`config.mk`:
```
export PLATFORM = sky130hd
export DESIGN_NAME = mc_datapath
export DESIGN_NICKNAME = d
export VERILOG_FILES = /design/src/rtl/mc_datapath.sv
export SDC_FILE = /design/constraint.sdc
export NUM_CORES = 2
export LEC_CHECK = 0
export ABC_AREA = 1
export BUFFER_PORTS_ARGS = -buffer_cell sky130_fd_sc_hd__buf_2
export CORE_MARGIN = 2
export CORE_UTILIZATION = 34
export CTS_CLUSTER_DIAMETER = 60
export DETAILED_ROUTE_END_ITERATION = 12
export HOLD_SLACK_MARGIN = 0.15
export MAX_ROUTING_LAYER = met4
export PLACE_DENSITY = 0.54
export SYNTH_ARGS = -nofsm -noshare
export SYNTH_HDL_FRONTEND = slang
export SYNTH_SLANG_ARGS = --single-unit
export TNS_END_PERCENT = 5
```
`constraint.sdc`:
```
create_clock -name clk -period 8.3 [get_ports clk]
set_input_delay 1.66 -clock clk [delete_from_list [all_inputs] [get_ports clk]]
set_output_delay 1.66 -clock clk [all_outputs]
set_load 0.005 [all_outputs]
```
`src/rtl/mc_datapath.sv`:
```
`timescale 1ns/1ps
module mc_datapath (
  input  logic        clk,
  input  logic        rst_n,
  input  logic        ir_en,
  input  logic        a_en,
  input  logic        b_en,
  input  logic        s_en,
  input  logic        m_en,
  input  logic        pc_en,
  input  logic        pc_br,
  input  logic        alu_imm,
  input  logic        ext_sign,
  input  logic [1:0]  alu_op,
  input  logic        reg_wr,
  input  logic        reg_dst,
  input  logic        wb_mem,
  input  logic        mem_wr,
  output logic [31:0] imem_addr,
  output logic        imem_rd,
  input  logic [31:0] imem_rdata,
  output logic [31:0] dmem_addr,
  output logic [31:0] dmem_wdata,
  output logic        dmem_rd,
  output logic        dmem_wr,
  input  logic [31:0] dmem_rdata,
  output logic [5:0]  opcode,
  output logic        a_eq_b
);
  logic [31:0] pc, ir, a, b, s, m;
  logic [31:0] rf [32];
  logic [31:0] ext, opnd, alu_res, br_off, pc_next, wdata;
  logic [4:0]  rs, rt, rd, wa;
  logic        do_sub;

  assign rs = ir[25:21];
  assign rt = ir[20:16];
  assign rd = ir[15:11];
  assign wa = reg_dst ? rd : rt;
  assign wdata = wb_mem ? m : s;

  assign ext  = ext_sign ? {{16{ir[15]}}, ir[15:0]} : {16'h0, ir[15:0]};
  assign opnd = alu_imm ? ext : b;
  assign do_sub = (alu_op == 2'd2) && (ir[5:1] == 5'b10001);

  always_comb begin
    if (alu_op == 2'd1)  alu_res = a | opnd;
    else if (do_sub)     alu_res = a - opnd;
    else                 alu_res = a + opnd;
  end

  assign a_eq_b  = (a - b) == 32'd0;
  assign br_off  = {{14{ir[15]}}, ir[15:0], 2'b00};
  assign pc_next = (pc_br && a_eq_b) ? pc + br_off : pc + 32'd4;

  assign imem_addr  = pc;
  assign imem_rd    = ir_en;
  assign dmem_addr  = s;
  assign dmem_wdata = b;
  assign dmem_rd    = m_en;
  assign dmem_wr    = mem_wr;
  assign opcode     = ir[31:26];

  always_ff @(posedge clk or negedge rst_n) begin
    if (!rst_n) begin
      pc <= '0; ir <= '0; a <= '0; b <= '0; s <= '0; m <= '0;
    end else begin
      if (pc_en) pc <= pc_next;
      if (ir_en) ir <= imem_rdata;
      if (a_en)  a  <= rf[rs];
      if (b_en)  b  <= rf[rt];
      if (s_en)  s  <= alu_res;
      if (m_en)  m  <= dmem_rdata;
    end
  end

  always_ff @(posedge clk or negedge rst_n) begin
    if (!rst_n) begin
      for (int i = 0; i < 32; i++) rf[i] <= '0;
    end else if (reg_wr && wa != 5'd0) begin
      rf[wa] <= wdata;
    end
  end

  p_ir_load_r2: assert property (@(posedge clk) disable iff (!rst_n)
    ir_en |=> opcode == $past(imem_rdata[31:26]));
  p_m_load_r5: assert property (@(posedge clk) disable iff (!rst_n)
    m_en |=> m == $past(dmem_rdata));
  p_wb_r7: assert property (@(posedge clk) disable iff (!rst_n)
    (reg_wr && wa != 5'd0) |=> rf[$past(wa)] == $past(wdata));
  p_r0_zero_r7: assert property (@(posedge clk) disable iff (!rst_n)
    rf[0] == 32'd0);
  p_pc_seq_r9: assert property (@(posedge clk) disable iff (!rst_n)
    (pc_en && !(pc_br && a_eq_b)) |=> imem_addr == $past(imem_addr) + 32'd4);
  p_pc_hold_r10: assert property (@(posedge clk) disable iff (!rst_n)
    !pc_en |=> $stable(imem_addr));
  p_s_hold_r10: assert property (@(posedge clk) disable iff (!rst_n)
    !s_en |=> $stable(dmem_addr));
endmodule

```
Word level (Yosys, flattened, before mapping)
Cells that the tools add are included.

storage, ports and cells
  bits in registers = 1216
  input bits = 81
  output and inout bits = 106

cells by class
  add/subtract/negate cells = 5
  order comparisons = 4
  eq/ne operators = 3
  muxes and demuxes = 16
  bitwise operators = 4
  reductions and logical operators = 6

operators by type and width
  kind                                                                  count
  1024-bit bitwise mux                                                  1
  32-bit two-way mux                                                    11
  32-bit binary-select mux with 5-bit select                            2
  32-bit demux with 5-bit select                                        1
  32-bit adder                                                          2
  32-bit subtractor                                                     2
  32-bit by 3-bit adder with 32-bit output, second input constant       1
  32-bit zero test                                                      1
  32-bit OR                                                             1
  6-bit >= comparator, second input constant                            3
  5-bit NOT with 6-bit output                                           3
  6-bit by 1-bit < comparator with 1-bit output, second input constant  1
  5-bit == test, second input constant                                  1
  5-bit two-way mux                                                     1
  5-bit nonzero test                                                    1
  1-bit logical AND                                                     4
  2-bit by 1-bit == test with 1-bit output, second input constant       1
  2-bit == test, second input constant                                  1

Logic depth before layout (Yosys ltp)
  depth after elaboration = 7
  gate-level depth with buffers = 37
  mapped depth without buffers = 36

Worst setup path before layout
No wires, ideal clock.

  path kind = input -> register
  start point = in alu_imm
  end point = reg s[28], in the netlist dmem_addr[28]
  library setup time = 0.139 ns
  arrival time = 4.584 ns
  required time = 8.161 ns
  path slack = 3.577 ns
  stages = 24
  buffers on the path = 2
  path through = buf_6 buf_6 nand2_1 o21ai_1 inv_1 ha_1 nand2_1 nor3_2 nand3_2 nor2_2 and3_2 nand3_2 nor2_2 nor2_1 xnor2_1 ha_1 nand2_1 nor4_1 nand3_1 nand3_1 a21o_1 a21oi_1 o21ai_0 a31oi_1

between the ends
  cells in the longest elaborated chain, start to end = 4

RTL lines
  element                                                   RTL line  RTL
  start: declaration                                        12        input logic alu_imm,
  32-bit two-way mux (*)                                    43        assign opnd = alu_imm ? ext : b;
  32-bit adder / 32-bit subtractor (equally long branches)  49, 48
  32-bit two-way mux                                        48        else if (do_sub) alu_res = a - opnd;
  32-bit two-way mux (*)                                    47        if (alu_op == 2'd1) alu_res = a | opnd;
  end signal: assignment                                    72        if (s_en) s <= alu_res;
  end: declaration                                          30        logic [31:0] pc, ir, a, b, s, m;

Every way passes the cells marked *; elsewhere a longest branch is shown, timed or not.
A chain may end at the register's enable or synchronous reset.

Worst setup path after layout
  start point = reg a[14]
  end point = out a_eq_b

between the ends
  cells in the longest elaborated chain, start to end = 2

RTL lines
  element                   RTL line  RTL
  start: declaration        30
  start signal: assignment  70        if (a_en) a <= rf[rs];
  32-bit subtractor         52        assign a_eq_b = (a - b) == 32'd0;
  32-bit zero test          52
  end: declaration          28        output logic a_eq_b

Every way passes these cells.

==> impl_metrics.tcl <==
set metrics [dict create \
    max-slew-margin-rel_pct 8.846 \
    die_w_um 452.8 \
    ys_seq_area_share_pct 44.36 \
    clock_latency_ps 810 \
    ys_types 58 \
    overflow 0 \
    async_flop_share_pct 100.0 \
    dp_hpwl_um 169000 \
    cts-root-buf "clkbuf_16" \
    ys_seq_elements 1214 \
    clk_pin_slew_ps 60 \
    drive_above_1_share_pct 7.551 \
    cp_num_buf_inv 1 \
    synth_flop_cell "dfrtp_1" \
    cp-end-kind "primary output" \
    power_leakage_nw 33.23 \
    vias_per_cell 5.811 \
    setup_viol 0 \
    power_mw 23.75 \
    wl_per_cell_um 24.65 \
    skew_ps 29.29 \
    cts_setup_buffers 0 \
    hold_slack_ps 402.4 \
    antenna_found_initial 19 \
    grt_usage_pct 28.13 \
    layout_common_cells "nor2_1, o21ai_0, dfrtp_1, nand2_1, a21oi_1" \
    syn_inst 9272 \
    synth_edf_count 0 \
    hold_path_class "register to register" \
    max_freq_mhz 174.6 \
    hold_viol 0 \
    dr.pass1.iters 10 \
    core_um2 200100 \
    regToRegStartpoint "a[14]$_DFFE_PN0P_" \
    routed_wl_um 287700 \
    cp.arrival_ps 4070 \
    drt_iter0_markers 9066 \
    grt_pass1_wl_um 423600 \
    grt_max_degree 177 \
    tightest_slew_ps 1364 \
    crit_type "register to primary output" \
    syn_to_final_growth_pct 10.27 \
    slowest_stage "nor3_1" \
    cts_resized 0 \
    syn-cell-area_um2 68490 \
    rsz0062_at_grt "false" \
    max-vdd-ir-drop_mv 0.2619 \
    tritoncts "built" \
    cts_sinks 1214 \
    post-place-cells 11410 \
    cts_buffers 144 \
    r2r_end "imem_addr[23]$_DFFE_PN0P_" \
    synth-warning-count 0 \
    drv_cap 0 \
    path_common_cell "nand2_1" \
    power_density_nw_per_um2 314.5 \
    port_buffers 182 \
    hold_path.startpoint "rf[1012]$_DFFE_PN0P_" \
    clockBufferDepth 3 \
    fin_cells 11670 \
    postLayoutCoreUtil_pct 37.75 \
    crit_chain "ha_1 > nand2_1 > nor2_1 > and2_1 > nand2_1 > nand2_2 > nand2_1 > nand3_1 > nand2_1 > nor2_1 > nand2_1 > nor3_1 > and2_4 > buf_2" \
    slowest_delay_ps 750 \
    avgSynthCellArea_um2 7.386 \
    fin_crit_ps 5726 \
    grt_pass1_vias 63800 \
    vias 67840 \
    path_max_fanout 5 \
    io_pins 187 \
    setup_tns_ps 0 \
    cts-hold-fix-buffers 0 \
    nets 9073 \
    ff2ff_path_depth 28 \
    row_count 164 \
    cts_htree_levels 4 \
    finalMaxSlewViolations 0 \
    fp.dieH_um 452.8 \
    min_path_cells 0 \
    regToRegSetupSlack_ps 2660 \
    antenna_left 0 \
    drc_errors 0 \
    status "complete, no violations" \
    startpoint_type "register" \
    final_common_cell "nor2_1" \
    cpLargestDelayFamily "simple AND/OR/NAND/NOR gates" \
    min_period_over_period_pct 68.99 \
    place.gp.congestion 0.9534 \
    worstPathRequired_ps 6640 \
    hold_end "rf[1012]$_DFFE_PN0P_" \
    start_util_pct 34.23 \
    die-area_um2 205000 \
]
## worst max path at each step
stage / cells past startpoint / slack (ps) / end / from
3_5_place_dp: 22 / 2370 / dmem_addr[28]$_DFFE_PN0P_ / alu_imm
6_report: 14 / 2570 / a_eq_b / a[14]$_DFFE_PN0P_
5_1_grt: 28 / 2130 / imem_addr[23]$_DFFE_PN0P_ / a[14]$_DFFE_PN0P_
2_1_floorplan: 24 / 3580 / dmem_addr[28]$_DFFE_PN0P_ / alu_imm
3_3_place_gp: 22 / 2390 / dmem_addr[28]$_DFFE_PN0P_ / alu_imm
4_1_cts: 14 / 2480 / a_eq_b / a[13]$_DFFE_PN0P_
## layout make-up
class,count,area (um^2)
clock buffers,208,4292
clock inverters,47,573.1
well taps,2656,3323
diodes,12,30.03
repair buffers,298,2002
multi-input cells,6867,33460
fillers,20660,124500
inverters,372,1435
flip-flops and latches,1214,30410
## synthesized netlist by cell type (all sizes together), types with 7 or more instances
master	instances	area, um^2
a21oi	689	3471
ha	93	1164
nor2	2105	8082
o22ai	552	3453
o221ai	70	613.1
o31ai	13	97.59
dfrtp	1214	30380
o21a	7	53.80
nand3	93	480.5
a31oi	42	262.8
xnor2	28	245.2
nand3b	7	52.55
mux2	39	439.2
clkbuf	646	2425
o211ai	22	165.2
o32ai	24	210.2
inv	367	1378
or2	9	58.81
a221oi	7	61.31
xor2	39	341.6
o21ai	1901	9533
a21o	7	52.55
nand4	19	131.4
nand2	1045	3988
nor3	25	135.1
buf	174	948.4
## worst register-to-register path, delay by kind of cell (launching register included)
| family | cells | cell delay (ps) |
|---|---|---|
| simple gates | 18 | 2890 |
| flops | 1 | 470 |
| compound gates | 6 | 1220 |
| buf+inv | 1 | 100 |
| xor+xnor | 1 | 160 |
| fa+ha+maj | 2 | 680 |
## layer usage
metal / track usage [%] / part of all wire (%) / vias to the layer above
met3: 5.646 / 9.4 / 732
met4: 12.88 / 4.8 / 0
li1: - / - / 30730
met2: 42.15 / 44 / 3581
met5: - / 0 / -
met1: 36.53 / 42 / 32800
## through the flow
step | cell area (um^2) | setup slack, ps
6_report | 75520 | 2574
2_1_floorplan | 68490 | 3577
3_3_place_gp | 70630 | 2392
5_1_grt | 75520 | 2130
3_5_place_dp | 70630 | 2375
4_1_cts | 75490 | 2476
## power breakdown
group	internal [mW]	switching, mW
clock network	3.93	2.67
registers	8.14	1.76
logic	2.62	4.64
total	14.7	9.07
## sequential cells by signal, indices dropped and copies added (netlist names)
name,cells
rf,1024
a,32
dmem_addr,32
dmem_wdata,32
ir,32
m,32
imem_addr,30
## logic make-up after synthesis
kind of cell / Yosys count / share of synthesized area [%]
AOI/OAI and AO/OA: 3349 / 26.42
xor gates and xnor gates: 67 / 0.8568
adders and majority gates: 95 / 1.758
buffers and inverters: 1192 / 6.966
DFF: 1214 / 44.36
muxes: 39 / 0.6412
other: 1 / 0.005475
and+or+nand+nor: 3315 / 19.00
Power figures use the tool's default switching activity.
